$ cat config.mk
export PLATFORM = sky130hd
export DESIGN_NAME = pio_fifo
export DESIGN_NICKNAME = d
export VERILOG_FILES = /design/src/rtl/pio_fifo_pkg.sv /design/src/rtl/pio_fifo_ctrl.sv /design/src/rtl/pio_fifo_store.sv /design/src/rtl/pio_cmd_store.sv /design/src/rtl/pio_fifo.sv
export SDC_FILE = /design/constraint.sdc
export NUM_CORES = 1
export LEC_CHECK = 0
export ABC_AREA = 1
export BUFFER_PORTS_ARGS = -buffer_cell sky130_fd_sc_hd__buf_2
export CAP_MARGIN = 25
export CORE_MARGIN = 2
export CORE_UTILIZATION = 54
export CTS_CLUSTER_DIAMETER = 40
export DETAILED_ROUTE_END_ITERATION = 10
export PLACE_DENSITY = 0.71
export SLEW_MARGIN = 20
export SYNTH_ARGS = -nofsm -noshare
export SYNTH_HDL_FRONTEND = slang
export SYNTH_HIERARCHICAL = 1
export SYNTH_SLANG_ARGS = --single-unit
$ cat constraint.sdc
create_clock -name clk -period 2.6 [get_ports clk]
set_input_delay 0.52 -clock clk [delete_from_list [all_inputs] [get_ports clk]]
set_output_delay 0.52 -clock clk [all_outputs]
set_load 0.05 [all_outputs]
$ cat src/rtl/pio_fifo_pkg.sv
package pio_fifo_pkg;

    typedef enum logic [1:0] {
        FS_EMPTY   = 2'd0,
        FS_PARTIAL = 2'd1,
        FS_EDGE    = 2'd2
    } fill_state_t;

    typedef enum logic [2:0] {
        OP_IDLE     = 3'd0,
        OP_PUSH     = 3'd1,
        OP_REJECT   = 3'd2,
        OP_CAPTURE  = 3'd3,
        OP_CAP_DROP = 3'd4,
        OP_POP      = 3'd5,
        OP_RD_EMPTY = 3'd6
    } port_op_t;

endpackage

$ cat src/rtl/pio_fifo_ctrl.sv
module pio_fifo_ctrl
    import pio_fifo_pkg::*;
#(
    parameter int DEPTH     = 16,
    parameter int CMD_DEPTH = 16,
    localparam int AW  = $clog2(DEPTH),
    localparam int LW  = $clog2(DEPTH),
    localparam int CLW = $clog2(CMD_DEPTH + 1)
) (
    input  logic              clk,
    input  logic              srst,
    input  logic              wr_en,
    input  logic              rd_en,
    input  logic              capture_mode,
    input  logic [1:0]        phase_field,
    output fill_state_t       state,
    output logic [LW-1:0]     level,
    output logic [AW-1:0]     rptr,
    output logic [AW-1:0]     wptr,
    output logic [CLW-1:0]    cmd_len,
    output logic              overrun,
    output logic              irq_pulse,
    output logic              store_we,
    output logic              load_en,
    output logic              load_zero,
    output logic              cmd_we
);

    localparam logic [LW-1:0]  LVL_TOP  = LW'(DEPTH - 1);
    localparam logic [LW-1:0]  LVL_NEAR = LW'(DEPTH - 2);
    localparam logic [LW-1:0]  LVL_ONE  = LW'(1);
    localparam logic [CLW-1:0] CMD_FULL = CLW'(CMD_DEPTH);
    localparam logic [AW-1:0]  PTR_TOP  = AW'(DEPTH - 1);

    port_op_t    op;
    fill_state_t state_nx;
    logic        is_dataout;

    function automatic logic [AW-1:0] ptr_inc(input logic [AW-1:0] p);
        return (p == PTR_TOP) ? '0 : p + 1'b1;
    endfunction

    assign is_dataout = (phase_field == 2'b00);

    // Decode the port access; a read wins over a write
    always_comb begin
        op = OP_IDLE;
        if (rd_en) begin
            op = (state == FS_EMPTY) ? OP_RD_EMPTY : OP_POP;
        end else if (wr_en) begin
            if (capture_mode) begin
                op = (cmd_len == CMD_FULL) ? OP_CAP_DROP : OP_CAPTURE;
            end else begin
                op = (state == FS_EDGE) ? OP_REJECT : OP_PUSH;
            end
        end
    end

    // Fill-state transitions
    always_comb begin
        state_nx = state;
        unique case (state)
            FS_EMPTY: begin
                if (op == OP_PUSH) state_nx = FS_PARTIAL;
            end
            FS_PARTIAL: begin
                if (op == OP_PUSH && level == LVL_NEAR)     state_nx = FS_EDGE;
                else if (op == OP_POP && level == LVL_ONE)  state_nx = FS_EMPTY;
            end
            FS_EDGE: begin
                if (op == OP_POP) state_nx = FS_PARTIAL;
            end
            default: state_nx = FS_EMPTY;
        endcase
    end

    // State register
    always_ff @(posedge clk) begin
        if (srst) state <= FS_EMPTY;
        else      state <= state_nx;
    end

    // Counters, positions and flags
    always_ff @(posedge clk) begin
        if (srst) begin
            level     <= '0;
            rptr      <= '0;
            wptr      <= '0;
            cmd_len   <= '0;
            overrun   <= 1'b0;
            irq_pulse <= 1'b0;
        end else begin
            irq_pulse <= 1'b0;
            unique case (op)
                OP_PUSH: begin
                    level <= level + 1'b1;
                    wptr  <= ptr_inc(wptr);
                end
                OP_REJECT: overrun <= 1'b1;
                OP_CAPTURE: cmd_len <= cmd_len + 1'b1;
                OP_CAP_DROP: overrun <= 1'b1;
                OP_POP: begin
                    level     <= level - 1'b1;
                    irq_pulse <= 1'b1;
                    if (level == LVL_ONE) begin
                        rptr <= '0;
                        wptr <= '0;
                    end else if (!is_dataout) begin
                        rptr <= ptr_inc(rptr);
                    end
                end
                OP_IDLE, OP_RD_EMPTY: begin
                end
                default: begin
                end
            endcase
        end
    end

    // Strobes to the storage blocks
    always_comb begin
        store_we  = (op == OP_PUSH);
        cmd_we    = (op == OP_CAPTURE);
        load_en   = (op == OP_POP);
        load_zero = is_dataout;
    end

endmodule

$ cat src/rtl/pio_fifo_store.sv
module pio_fifo_store #(
    parameter int DW    = 8,
    parameter int DEPTH = 16,
    localparam int AW = $clog2(DEPTH)
) (
    input  logic          clk,
    input  logic          srst,
    input  logic          we,
    input  logic [AW-1:0] waddr,
    input  logic [DW-1:0] wdata,
    input  logic          load_en,
    input  logic          load_zero,
    input  logic [AW-1:0] raddr,
    output logic [DW-1:0] rd_q
);

    logic [DW-1:0] mem [DEPTH];

    always_ff @(posedge clk) begin
        if (we) mem[waddr] <= wdata;
    end

    always_ff @(posedge clk) begin
        if (srst)          rd_q <= '0;
        else if (load_en)  rd_q <= load_zero ? '0 : mem[raddr];
    end

endmodule

$ cat src/rtl/pio_cmd_store.sv
module pio_cmd_store #(
    parameter int DW        = 8,
    parameter int CMD_DEPTH = 16,
    localparam int CAW = $clog2(CMD_DEPTH)
) (
    input  logic           clk,
    input  logic           we,
    input  logic [CAW-1:0] widx,
    input  logic [DW-1:0]  wdata,
    input  logic [CAW-1:0] ridx,
    output logic [DW-1:0]  rdata
);

    logic [DW-1:0] mem [CMD_DEPTH];

    always_ff @(posedge clk) begin
        if (we) mem[widx] <= wdata;
    end

    assign rdata = mem[ridx];

endmodule

$ cat src/rtl/pio_fifo.sv
module pio_fifo
    import pio_fifo_pkg::*;
#(
    parameter int DW        = 8,
    parameter int DEPTH     = 16,
    parameter int CMD_DEPTH = 16,
    localparam int AW  = $clog2(DEPTH),
    localparam int LW  = $clog2(DEPTH),
    localparam int CAW = $clog2(CMD_DEPTH),
    localparam int CLW = $clog2(CMD_DEPTH + 1)
) (
    input  logic           clk,
    input  logic           srst,
    input  logic           wr_en,
    input  logic [DW-1:0]  wr_byte,
    input  logic           rd_en,
    output logic [DW-1:0]  rd_byte,
    input  logic           capture_mode,
    input  logic [1:0]     phase_field,
    output logic           irq_pulse,
    output logic [LW-1:0]  level,
    output logic [CLW-1:0] cmd_len,
    input  logic [CAW-1:0] cmd_idx,
    output logic [DW-1:0]  cmd_byte,
    output logic           overrun
);

    fill_state_t   fill_state;
    logic [AW-1:0] rptr;
    logic [AW-1:0] wptr;
    logic          store_we;
    logic          load_en;
    logic          load_zero;
    logic          cmd_we;

    pio_fifo_ctrl #(
        .DEPTH     (DEPTH),
        .CMD_DEPTH (CMD_DEPTH)
    ) u_ctrl (
        .clk          (clk),
        .srst         (srst),
        .wr_en        (wr_en),
        .rd_en        (rd_en),
        .capture_mode (capture_mode),
        .phase_field  (phase_field),
        .state        (fill_state),
        .level        (level),
        .rptr         (rptr),
        .wptr         (wptr),
        .cmd_len      (cmd_len),
        .overrun      (overrun),
        .irq_pulse    (irq_pulse),
        .store_we     (store_we),
        .load_en      (load_en),
        .load_zero    (load_zero),
        .cmd_we       (cmd_we)
    );

    pio_fifo_store #(
        .DW    (DW),
        .DEPTH (DEPTH)
    ) u_store (
        .clk       (clk),
        .srst      (srst),
        .we        (store_we),
        .waddr     (wptr),
        .wdata     (wr_byte),
        .load_en   (load_en),
        .load_zero (load_zero),
        .raddr     (rptr),
        .rd_q      (rd_byte)
    );

    pio_cmd_store #(
        .DW        (DW),
        .CMD_DEPTH (CMD_DEPTH)
    ) u_cmd (
        .clk   (clk),
        .we    (cmd_we),
        .widx  (cmd_len[CAW-1:0]),
        .wdata (wr_byte),
        .ridx  (cmd_idx),
        .rdata (cmd_byte)
    );

endmodule

# Yosys cells after proc, flatten, opt, wreduce, memory -nomap -nowiden
# Memories as Yosys holds them, arrays and structs flattened. A register that Yosys moved wholly into a read port is not among the register bits.
# Index checks and enable logic that the tools add are counted.
[classes] n_addsub=5 n_eq_ne=17 muxes=26 n_reduce_logical=9
[ops] operator="$mux 4" n=7
[ops] operator="$pmux 4 s2" n=2
[ops] operator="$add 4x1->4 const B" n=3
[ops] operator="$eq 4x4->1 const B" n=3
[ops] operator="$mux 2" n=6
[ops] operator="$mux 3" n=4
[ops] operator="$mux 8" n=1
[ops] operator="$eq 3x2->1 const B" n=2
[ops] operator="$eq 3x3->1 const B" n=2
[ops] operator="$ne 2x2->1 const B" n=3
[ops] operator="$pmux 2 s3" n=1
[ops] operator="$add 5x1->5 const B" n=1
[ops] operator="$eq 5x5->1 const B" n=1
[ops] operator="$mux 1" n=5
[ops] operator="$eq 4x1->1 const B" n=1
[ops] operator="$logic_not 2->1" n=2
[ops] operator="$reduce_and 2->1" n=2
[ops] operator="$sub 4x1->4 const B" n=1
[ops] operator="$eq 3x1->1 const B" n=1
[ops] operator="$ne 3x1->1 const B" n=1
[ops] operator="$reduce_and 3->1" n=1
[ops] operator="$eq 2x1->1 const B" n=1
[ops] operator="$eq 2x2->1 const B" n=1
[ops] operator="$logic_and 1x1->1" n=2
[ops] operator="3 further kinds" n=3
[word_totals] ff_bits=29 ramBits=256 in_bits=19 out_inout_bits=27 wordCells=67 memories=2
[mem_list] memory="u_cmd.mem" words=16 word_bits=8 read_ports=1 rd_clocked_by_memory_dff=0 wr=1 line="pio_cmd_store.sv:14" rtl="logic [DW-1:0] mem [CMD_DEPTH];"
[mem_list] memory="u_store.mem" words=16 word_bits=8 read_ports=1 rd_clocked_by_memory_dff=1 wr=1 line="pio_fifo_store.sv:17" rtl="logic [DW-1:0] mem [DEPTH];"

# Logic depth before layout (Yosys ltp)
# Gate-level depths: netlist (run 1).
[depth] depth_word=10 depth_mapped=12 mapped_depth_nobuf=12

# Modules after synthesis
# The synthesis (run 1) kept the hierarchy.
[by_module_without_submodules] mod="pio_fifo_store" instances=1 cells_per_inst=578 area_each_um2=5931.9 seq_area_each_um2=4003.8
[by_module_without_submodules] mod="pio_cmd_store" instances=1 cells_per_inst=545 area_each_um2=5614.1 seq_area_each_um2=3843.7
[by_module_without_submodules] mod="pio_fifo_ctrl" instances=1 cells_per_inst=172 area_each_um2=1313.8 seq_area_each_um2=420.4

# Worst setup path before layout (run 1)
# Ideal clock, no wire load.
[synth_timing] kind="reg-to-reg" startpoint="register u_ctrl.cmd_len[0]" endpoint="memory u_cmd.mem[12][0], enable pin" setup_time_ps=371 arrival_time_ps=2343 t_required_ps=2229 path_slack_ps=-113 path_stages_with_launch=12 path_buffers=0 synth_period_minus_slack_ps=2713 path_cell_list="dfxtp_1 -> inv_1 -> ha_1 -> nand3_2 -> nor2_8 -> o21ai_4 -> inv_2 -> nor2_4 -> nand2_4 -> inv_2 -> nand3_1 -> nor2_1"
[synth_between] elab_chain_len=8
[synth_rtl] item="start, declared" line="pio_fifo_ctrl.sv:20" rtl="output logic [CLW-1:0] cmd_len,"
[synth_rtl] item="start signal, assigned" line="pio_fifo_ctrl.sv:100" rtl="OP_CAPTURE: cmd_len <= cmd_len + 1'b1;"
[synth_rtl] item="$eq 5x5->1" line="pio_fifo_ctrl.sv:52" rtl="op = (cmd_len == CMD_FULL) ? OP_CAP_DROP : OP_CAPTURE;"
[synth_rtl] item="$mux 3" line="pio_fifo_ctrl.sv:52"
[synth_rtl] item="$mux 3" line="pio_fifo_ctrl.sv:51" rtl="if (capture_mode) begin"
[synth_rtl] item="$mux 3" line="pio_fifo_ctrl.sv:50" rtl="end else if (wr_en) begin"
[synth_rtl] item="$mux 3" line="pio_fifo_ctrl.sv:48" rtl="if (rd_en) begin"
[synth_rtl] item="$eq 3x2->1" line="pio_fifo_ctrl.sv:123" rtl="cmd_we = (op == OP_CAPTURE);"
[synth_rtl] item="net cmd_we" line="pio_fifo.sv:34" rtl="logic cmd_we;"
[synth_rtl] item="$mux 1" line="pio_cmd_store.sv:17" rtl="if (we) mem[widx] <= wdata;"
[synth_rtl] item="$mux 1 (implied by the code)" line="pio_cmd_store.sv:17"
[synth_rtl] item="end, declared" line="pio_cmd_store.sv:14"
# The timed path passes the listed nets, and every way through them passes these cells.

# Final worst setup path (run 1)
[layout_timing] startpoint="register u_ctrl.cmd_len[0]" endpoint="memory u_cmd.mem[10][4], enable pin"
# The elaborated chain is that of the path after synthesis.

==> results of run 1 <==
## per-layer routing
layer / track usage (%) / vias to the layer above
met3: 3.974 / 43
met2: 36.46 / 385
met1: 34.25 / 4214
met5: 0 / -
li1: - / 4348
met4: 7.079 / 0
## kinds of logic (layout without fill, tap and decap cells)
kind of cell / count (synthesis) / in the layout
adders and majority gates: 8 / 8
DFF: 285 / 285
AOI/OAI and AO/OA: 40 / 40
xor gates and xnor gates: 4 / 4
buffers and inverters: 282 / 391
and+or+nand+nor: 676 / 676
## cell type report
cell class	instances	area, sq um
Fill cell	1857	8758
Sequential cell	285	8272
Multi-Input combinational cell	728	3344
Clock buffer	44	962.2
Inverter	232	870.8
Timing Repair Buffer	99	655.6
Tap cell	319	399.1
Clock inverter	16	140.1
## cells in the final DEF (no fill, tap or decap), types with 4 or more instances in the layout
cell type / instances
buf_4: 52
inv_1: 217
nand3_1: 208
nor2_4: 4
edfxtp_1: 256
nand2_2: 5
buf_2: 45
a21oi_1: 18
clkinv_4: 4
o21ai_0: 4
nand2_1: 390
a21oi_2: 6
dfxtp_1: 26
ha_1: 8
inv_2: 14
clkbuf_1: 6
nor2_1: 48
o21ai_1: 5
clkbuf_16: 37
clkinv_2: 4
## worst register-to-register path: stages, from the launching register on
cell and delay, ps:
dfxtp_2 380, inv_1 80, ha_1 210, nand3_2 120, nor2_8 60, o21ai_4 220, inv_2 80, nor2_4 100
nand2_4 80, inv_2 120, nand2_1 160, nor2_1 230, buf_4 230
## what timing repair did
item                       in CTS  in global routing
hold endpoints to repair        0                  0
gates resized for setup         0                  1
setup endpoints to repair       0                  1
## registers in the layout (all words and copies together) (netlist names)
name	flops
u_ctrl/rptr	4
u_ctrl/cmd_len	5
u_cmd/mem	128
u_ctrl/wptr	4
u_ctrl/irq_pulse	1
u_ctrl/overrun	1
u_store/rd_q	8
u_ctrl/state	2
u_ctrl/level	4
u_store/mem	128
## power breakdown
group,internal (mW),switching (mW)
Clock,2.74,1.80
Combinational,0.214,0.638
Sequential,5.04,0.0313
Total,8.00,2.47
## how the worst min path moves through the flow
stage	start	endpoint	cells past startpoint
floorplan	u_ctrl/rptr[3]	u_ctrl/rptr[3]	2
global placement	u_ctrl/overrun	u_ctrl/overrun	2
detailed placement	u_ctrl/overrun	u_ctrl/overrun	2
CTS	srst	u_store/rd_q[4]	2
global route	srst	u_store/rd_q[0]	2
finish	srst	u_store/rd_q[4]	2
## cell usage after synthesis
master	n
edfxtp_1	256
buf_12	2
a21oi_2	6
nand4_1	3
o21ai_0	4
o21ai_1	5
o31ai_1	2
xnor2_1	1
a31oi_1	2
clkinv_1	1
buf_1	1
nand2_4	3
dfxtp_1	29
nand4_2	1
nand3_2	1
nor2_1	49
inv_1	217
nor3b_1	2
nand3b_1	3
or2_1	1
a21oi_1	18
inv_2	14
nor2_8	2
xor2_1	3
nand2_1	390
nand3_4	1
o21bai_1	1
clkbuf_8	2
a211oi_1	1
buf_2	24
buf_4	7
o21ai_4	1
nand3_1	208
clkbuf_1	3
nand2_2	5
or2_2	2
and3_1	1
nor2_4	4
ha_1	8
buf_6	11
==> summary.txt, run 1 <==
CP Class -> reg -> reg
Critical Path Sink -> u_cmd/mem[10][4]
Levels on crit path -> 12
router iterations before antenna repair -> 5
post-CTS setup buffer count -> 0
DR WL/cell -> 16.66 um
Core Util, Final -> 62.57%
vias in the first global route -> 8344
syn avg cell area -> 9.930 sq um
Placed Area -> 13540 sq um
Synth Area in Adders -> 0.7784%
share of cells above drive strength 1 -> 13.89%
top cell type's share of synthesized area -> 59.78%
Tightest Pin Transition -> 789.0 ps
Core Footprint -> 23400 sq um
Rel. slew slack -> 47.40%
Critical Path AT -> 2570 ps
CTS root buf -> clkbuf_16
PnR worst setup slack -> 240.8 ps
CP startpoint -> u_ctrl/cmd_len[0]
n_diodes -> 0
non-filler instance count after layout -> 1723
critical path's most frequent cell -> inv_2
Top Ports -> 46
complex-gate fraction of the synthesized area -> 1.917%
H-tree Lvls -> 2
internal reg-to-reg setup slack -> 240 ps
MaxCap Viol Count -> 0
DR vias -> 8990
Worst EP required -> 2810 ps
post-route cell area -> 14640 sq um
vias per cell -> 5.218
routed wire length -> 28.70 mm
clk_skew -> 12.90 ps
final period utilization -> 90.74%
CP max-delay cell -> dfxtp_2
Yosys reg bits -> 285
Synth area leaders -> edfxtp_1 (60%), nand2_1 (11%), nand3_1 (8.1%)
cts hold-fix bufs -> 0
Worst-path clk slew -> 60 ps
CP max FO -> 8
Mapped Cells -> 1295
# rows -> 56
fmax -> 423.9 MHz
Initial Utilization -> 54.95%
sequential fraction of the synthesis area -> 64.29%
fin crit period -> 2359 ps
post-detail-place hpwl -> 17.54 mm
CTS tree -> yes
WHS -> 330.8 ps
routed wl met2 -> 13.35 mm
total grt overflow -> 0
worst-skew pair later-pin latency -> 510 ps
highest metal used -> met4
die area -> 25070 sq um
Fin. Hold Viols -> 0
reg-to-reg startpoint -> u_ctrl/cmd_len[0]
number of buffers added on ports -> 45
DRC violations left -> 0
XOR/XNOR share of the synthesized area -> 0.2724%
clk buf depth -> 3
first-pass GRT wire length -> 44.79 mm
Synth area leader -> edfxtp_1
CTS Sinks -> 285
clock buffer count from CTS -> 34
Cell variety after synth -> 40
crit end category -> flop
Lkg Pwr -> 6.320 nW
met3 wire length -> 2.339 mm
DP Worst Slack -> 256.1 ps
Die Y -> 158.3 um
max incr delay on CP -> 380 ps
cell family with most CP delay -> simple AND/OR/NAND/NOR gates
final count of pins violating max slew -> 0
GRT Overall Usage -> 23.46%
peak supply drop -> 0.0005805 V
setup TNS -> 0 ps
Area Growth Syn to Fin -> 13.87%
Yosys warning count -> 6
die width -> 158.3 um
post-route ant nets -> 0
largest family of logic cells by synthesized area -> simple AND/OR/NAND/NOR gates
initial antenna violation count -> 0
Critical Path Start Type -> flop
Final nets -> 1407
multiplexer share of the synthesized area -> 0%
Synth Net Count -> 1322
Pwr Density -> 714.9 nW/um^2
dpl cells -> 1663
outcome -> finished, final reports clean
worst r2r dst -> u_cmd/mem[10][4]
largest net degree at the start of global routing -> 69
Metal-1 WL -> 12.42 mm
DRT iter0 DRCs -> 1156
crit path cell chain -> inv_1 -> ha_1 -> nand3_2 -> nor2_8 -> o21ai_4 -> inv_2 -> nor2_4 -> nand2_4 -> inv_2 -> nand2_1 -> nor2_1 -> buf_4
RSZ-0062 raised after global routing -> no
R2R cell count -> 12
RD Place Congestion -> 0.8807
Buf/Inv on CP -> 4
final setup fails -> 0
final total power -> 10.47 mW
worst hold path type -> in -> reg
Synth Area in Simple Gates -> 23.02%
Syn Std Cell Area -> 12860 sq um
Power figures use the tool's default switching activity.
==> run 2: changes to the inputs <==
--- a/config.mk
+++ b/config.mk
@@ -10,11 +10,10 @@
 export CAP_MARGIN = 25
 export CORE_MARGIN = 2
 export CORE_UTILIZATION = 54
-export CTS_CLUSTER_DIAMETER = 40
+export CTS_CLUSTER_DIAMETER = 60
 export DETAILED_ROUTE_END_ITERATION = 10
 export PLACE_DENSITY = 0.71
 export SLEW_MARGIN = 20
 export SYNTH_ARGS = -nofsm -noshare
 export SYNTH_HDL_FRONTEND = slang
-export SYNTH_HIERARCHICAL = 1
 export SYNTH_SLANG_ARGS = --single-unit
==> constraint.sdc (replaced) <==
create_clock -name clk -period 2.2 [get_ports clk]
set_input_delay 0.44 -clock clk [delete_from_list [all_inputs] [get_ports clk]]
set_output_delay 0.44 -clock clk [all_outputs]
set_load 0.05 [all_outputs]
==> run 2 against run 1 <==
  * Cell count down 20%
  * Critical endpoint is now cmd_byte[5]
  * Setup slack worse by 230 ps
  * Total power up 10%
  * Sequential power up 19%
  * Die area down 7.2%
==> summary.txt, run 2 <==
share of cells above drive strength 1 -> 20.62%
Mapped Cells -> 984
total grt overflow -> 0
Worst EP required -> 1760 ps
clk buf depth -> 3
most frequent cells in the layout -> edfxtp_1 (256), nor2_1 (104), o21ai_0 (101)
Rel. slew slack -> 47.18%
Pint -> 8.919 mW
DR vias -> 7963
# rows -> 54
first-pass GRT wire length -> 42.00 mm
Buf/Inv on CP -> 1
number of buffers added on ports -> 45
Tightest Pin Transition -> 792.3 ps
CP startpoint -> u_cmd.mem[11][5]
vias in the first global route -> 7461
non-filler instance count after layout -> 1371
most common cell after layout, fill and taps aside -> edfxtp_1
Critical Path AT -> 1750 ps
final count of pins violating max slew -> 0
worst-skew pair later-pin latency -> 540 ps
CP Class -> reg -> out
CP max FO -> 1
H-tree Lvls -> 1
CTS root buf -> clkbuf_16
top cell type's share of synthesized area -> 64.52%
die width -> 152.5 um
MaxCap Viol Count -> 0
GRT busiest layer -> met2
met1 Use GR -> 34.66%
initial antenna violation count -> 0
dominant synthesized flop cell -> edfxtp_1
number of flops mapped to enable cells by yosys -> 256
Yosys warning count -> 0
Placed Area -> 12980 sq um
DRC violations left -> 0
largest net degree at the start of global routing -> 49
min-delay src -> srst
dpl cells -> 1318
most common cell in the netlist -> edfxtp_1
biggest regs -> u_cmd.mem (128), u_store.mem (128), u_store.rd_q (8)
Seq pwr share -> 52.4%
Initial Utilization -> 54.76%
Syn Std Cell Area -> 11910 sq um
die area -> 23270 sq um
clk_skew -> 12.52 ps
clock buffer count from CTS -> 28
Synth area leaders -> edfxtp_1 (65%), dfxtp_1 (5.5%), o21ai_0 (4.8%)
crit path cell chain -> mux2i_1 -> o21ai_1 -> o211ai_1 -> nand2_1 -> buf_6
met2 usage -> 35.86%
Yosys reg bits -> 289
Synth Net Count -> 1016
syn avg cell area -> 12.11 sq um
worst hold path type -> in -> reg
Lkg Pwr -> 5.025 nW
CP max-delay cell -> edfxtp_1
DRT iter0 DRCs -> 1010
reg-to-reg startpoint -> u_ctrl.cmd_len[1]
fmax -> 457.0 MHz
Die Y -> 152.5 um
RSZ-0062 raised after global routing -> yes
routed wire length -> 27.37 mm
Worst-path clk slew -> 60 ps
DR WL/cell -> 19.96 um
CTS tree -> yes
final setup fails -> 0
Cell variety after synth -> 31
vias per cell -> 5.808
post-detail-place hpwl -> 17.02 mm
crit end category -> output pin
final period utilization -> 99.47%
Psw -> 2.642 mW
post-route ant nets -> 0
max incr delay on CP -> 390 ps
Area Growth Syn to Fin -> 17.49%
n_diodes -> 0
routing usage on met3 -> 3.641%
post-route cell area -> 14000 sq um
most frequent cells after synthesis -> edfxtp_1 (256), nor2_1 (133), o21ai_0 (115), nand2_1 (90), inv_1 (64)
CTS Sinks -> 289
Synth area leader -> edfxtp_1
Fin. Hold Viols -> 0
Core Footprint -> 21760 sq um
Final nets -> 1101
router iterations before antenna repair -> 5
Top Ports -> 46
GRT Overall Usage -> 23.10%
Logic pwr share -> 8.2%
outcome -> finished, final reports clean
Critical Path Start Type -> flop
Clk network pwr share -> 39.4%
RD Place Congestion -> 0.8256
fin crit period -> 2188 ps
sequential fraction of the synthesis area -> 70.07%
Pwr Density -> 826.0 nW/um^2
peak supply drop -> 0.0006673 V
cell family with most CP delay -> flip-flops
switch share -> 22.86%
async set-or-reset flop fraction in the synthesized netlist -> 0%
run 2: cell types whose count changed after synthesis, sizes merged, moves of 5 or more:
cell | before | now
inv | 231 | 70
nor2 | 55 | 140
clkbuf | 5 | 40
o211ai | 0 | 48
buf | 45 | 10
a21oi | 24 | 58
o22ai | 0 | 11
nor3 | 0 | 5
o221ai | 0 | 6
nand2 | 398 | 92
ha | 8 | 13
mux2i | 0 | 32
nand3 | 210 | 45
o21ai | 10 | 116
run 2: cell type report:
class | instances | area [sq um]
Multi-Input combinational cell | 575 | 3257
Sequential cell | 289 | 8361
Inverter | 70 | 262.8
Tap cell | 280 | 350.3
Clock buffer | 43 | 838.3
Timing Repair Buffer | 105 | 878.3
Fill cell | 1659 | 7759
Clock inverter | 9 | 50.05
run 2: repair_timing:
| item | in CTS | in global routing |
|---|---|---|
| pin swaps | 0 | 19 |
| resized for setup | 7 | 46 |
| setup endpoints to repair | 6 | 241 |
| hold buffers | 0 | 0 |
| buffers inserted | 0 | 1 |
| gates cloned | 0 | 0 |
run 2: stage by stage:
step	power [mW]	hold WS (ps)	worst slack, ps	utilization [%]	TNS [ps]
global placement	7.063	450.7	31.00	59.66	0
CTS	11.59	97.29	3.469	63.82	0
finish	11.56	110.3	11.69	64.34	0
detailed placement	7.075	457.7	38.29	59.66	0
floorplan	6.733	467.0	3.048	-	0
global route	11.88	118.8	-101.3	64.34	-156.6
run 2: logic make-up after synthesis:
group                      Yosys count  share of synthesized area (%)
buffers and inverters              120                          3.928
adders and majority gates           13                          1.365
DFF                                289                          70.07
and+or+nand+nor                    287                          10.18
AOI/OAI and AO/OA                  239                          11.48
xor gates and xnor gates             4                         0.2940
muxes                               32                          2.689
run 2: layer usage:
layer / part of all wire [%] / vias up
met4: 2.0 / 0
li1: - / 3710
met3: 8.4 / 44
met1: 44 / 3853
met2: 46 / 356
met5: 0 / -
run 2: worst paths after layout:
kind	to	slack (ps)	cells after the start
setup reg to reg	u_store.mem[2][7]	120	11
hold reg to reg	u_store.rd_q[5]	470	2
hold / removal	u_ctrl.cmd_len[2]	110	2
setup / recovery	cmd_byte[5]	10	5
run 2: power by group through the flow:
stage	Clock (mW)	Combinational, mW	Sequential, mW
after CTS	4.62	0.912	6.06
after global placement	0	0.887	6.18
final	4.56	0.944	6.06
after floorplan	0	0.500	6.23
after global routing	4.79	1.02	6.07
after detailed placement	0	0.897	6.18
==> run 3: changes to the inputs <==
--- a/config.mk
+++ b/config.mk
@@ -16,4 +16,5 @@
 export SLEW_MARGIN = 20
 export SYNTH_ARGS = -nofsm -noshare
 export SYNTH_HDL_FRONTEND = slang
+export SYNTH_HIERARCHICAL = 1
 export SYNTH_SLANG_ARGS = --single-unit
==> run 3 against run 2 <==
  * Sequential power shrank 1%
  * Cell count is 25% higher
  * Sequential share of layout area down 3.8 points
  * Flip-flop and latch count down 4
  * Worst hold slack improved by 200 ps
  * Die area increased by 7.7%
  * Wire length increased by 4.0%
  * Via count is 12% higher
  * Critical path depth rose by 2
  * First-iteration DRC count is 12% lower
  * Non-clock buffer count shrank 6
  * Count of clock-buffer cells in the layout rose by 1
  * Largest power group unchanged
==> summary.txt, run 3 (synthesis gave the netlist of run 1 again) <==
internal reg-to-reg setup slack -> 60 ps
RD Place Congestion -> 0.8649
outcome -> finished, final reports clean
final count of pins violating max slew -> 0
Worst-path clk slew -> 60 ps
CTS Sinks -> 285
Core Footprint -> 23400 sq um
CTS root buf -> clkbuf_16
CP max-delay cell -> edfxtp_1
R2R cell count -> 10
Buf/Inv on CP -> 2
DR vias -> 8932
CP Class -> reg -> out
GRT Overall Usage -> 22.90%
Worst EP required -> 1760 ps
vias per cell -> 5.208
max incr delay on CP -> 380 ps
crit path cell chain -> inv_1 -> nand2_1 -> nand3_1 -> nand3_1 -> nand3_1 -> nand2_1 -> buf_2
CP startpoint -> u_cmd/mem[13][5]
CTS tree -> yes
post-detail-place hpwl -> 17.65 mm
Area Growth Syn to Fin -> 15.23%
router iterations before antenna repair -> 8
number of buffers added on ports -> 45
biggest regs -> u_cmd/mem (128), u_store/mem (128), u_store/rd_q (8)
total grt overflow -> 0
Levels on crit path -> 7
first-pass GRT wire length -> 43.79 mm
RSZ-0062 raised after global routing -> no
vias in the first global route -> 8245
final setup fails -> 0
Tightest Pin Transition -> 780.8 ps
hold path cells -> 4
Final nets -> 1401
Die Y -> 158.3 um
reg-to-reg startpoint -> u_ctrl/cmd_len[0]
worst-skew pair later-pin latency -> 540 ps
die area -> 25070 sq um
MaxCap Viol Count -> 0
largest net degree at the start of global routing -> 69
peak supply drop -> 0.0006948 V
most common cell after layout, fill and taps aside -> nand2_1
Lkg Pwr -> 6.293 nW
H-tree Lvls -> 1
Fin. Hold Viols -> 0
crit end category -> output pin
fmax -> 465.7 MHz
Critical Path Start Type -> flop
setup TNS -> 0 ps
DP Worst Slack -> 15.12 ps
Initial Utilization -> 54.95%
Core Util, Final -> 63.32%
clk_skew -> 9.296 ps
routed wire length -> 28.45 mm
critical path's most frequent cell -> nand3_1
# rows -> 56
initial antenna violation count -> 0
worst hold path type -> in -> reg
CP max FO -> 1
fin crit period -> 2147 ps
final period utilization -> 97.61%
clk buf depth -> 3
clock buffer count from CTS -> 28
die width -> 158.3 um
DRC violations left -> 0
cell family with most CP delay -> simple AND/OR/NAND/NOR gates
n_diodes -> 0
Rel. slew slack -> 47.95%
most frequent cells in the layout -> nand2_1 (388), edfxtp_1 (256), inv_1 (215)
Fillers -> 1867
Top Ports -> 46
PnR worst setup slack -> 52.68 ps
share of cells above drive strength 1 -> 15.33%
DR WL/cell -> 16.59 um
Pwr Density -> 805.1 nW/um^2
min-delay src -> srst
DRT iter0 DRCs -> 891
Critical Path AT -> 1710 ps
post-route ant nets -> 0
[run 3: layout make-up]
type / instances / area (sq um) / share of cell area (%)
Tap cell: 319 / 399.1 / 2.694
Sequential cell: 285 / 8280 / 55.88
Timing Repair Buffer: 99 / 812.0 / 5.480
Inverter: 232 / 873.3 / 5.894
Clock inverter: 8 / 97.59 / 0.6586
Multi-Input combinational cell: 728 / 3493 / 23.58
Clock buffer: 44 / 862.1 / 5.818
[run 3: metrics by stage]
| step | power (mW) | hold slack, ps | cells | area [sq um] |
|---|---|---|---|---|
| 2_1_floorplan | 6.807 | 473.1 | 1295 | 12960 |
| 3_3_place_gp | 7.151 | 437.4 | 1659 | 13760 |
| 3_5_place_dp | 7.170 | 447.6 | 1659 | 13760 |
| 4_1_cts | 11.96 | 291.8 | 1711 | 14720 |
| 5_1_grt | 12.28 | 348.5 | 1715 | 14820 |
| 6_report | 11.93 | 308.3 | 1715 | 14820 |
[run 3: worst register-to-register path: stages, from the launching register on]
cell and delay [ps]:
dfxtp_4 340, inv_2 90, ha_4 150, nand3_4 90, nor2_8 170, nor2_4 80
buf_4 150, nor2_4 130, nand3b_1 260, nor2_1 200, buf_4 190
[run 3: path summary, 6_finish.rpt]
kind / end
setup reg to reg: u_store/mem[8][3]
hold reg to reg: u_ctrl/overrun
hold / removal: u_ctrl/cmd_len[2]
setup / recovery: cmd_byte[5]
[run 3: timing repair]
action / 4_1_cts / 5_1_grt
hold buffers: 0 / 0
endpoints found under the setup margin: 0 / 201
buffers inserted: 0 / 4
gates resized for setup: 0 / 17
[run 3: layer usage]
layer / up-vias / GRT usage, % / wire length, um
met5: - / 0 / 0
met3: 53 / 3.892 / 2294
met2: 351 / 36.73 / 13400
met1: 4181 / 32.45 / 12150
met4: 0 / 6.821 / 613
li1: 4347 / - / -
[run 3: where the power goes]
group / switching, mW / internal (mW)
registers: 0.0368 / 5.96
logic: 0.793 / 0.299
clock network: 1.93 / 2.92
total: 2.76 / 9.17
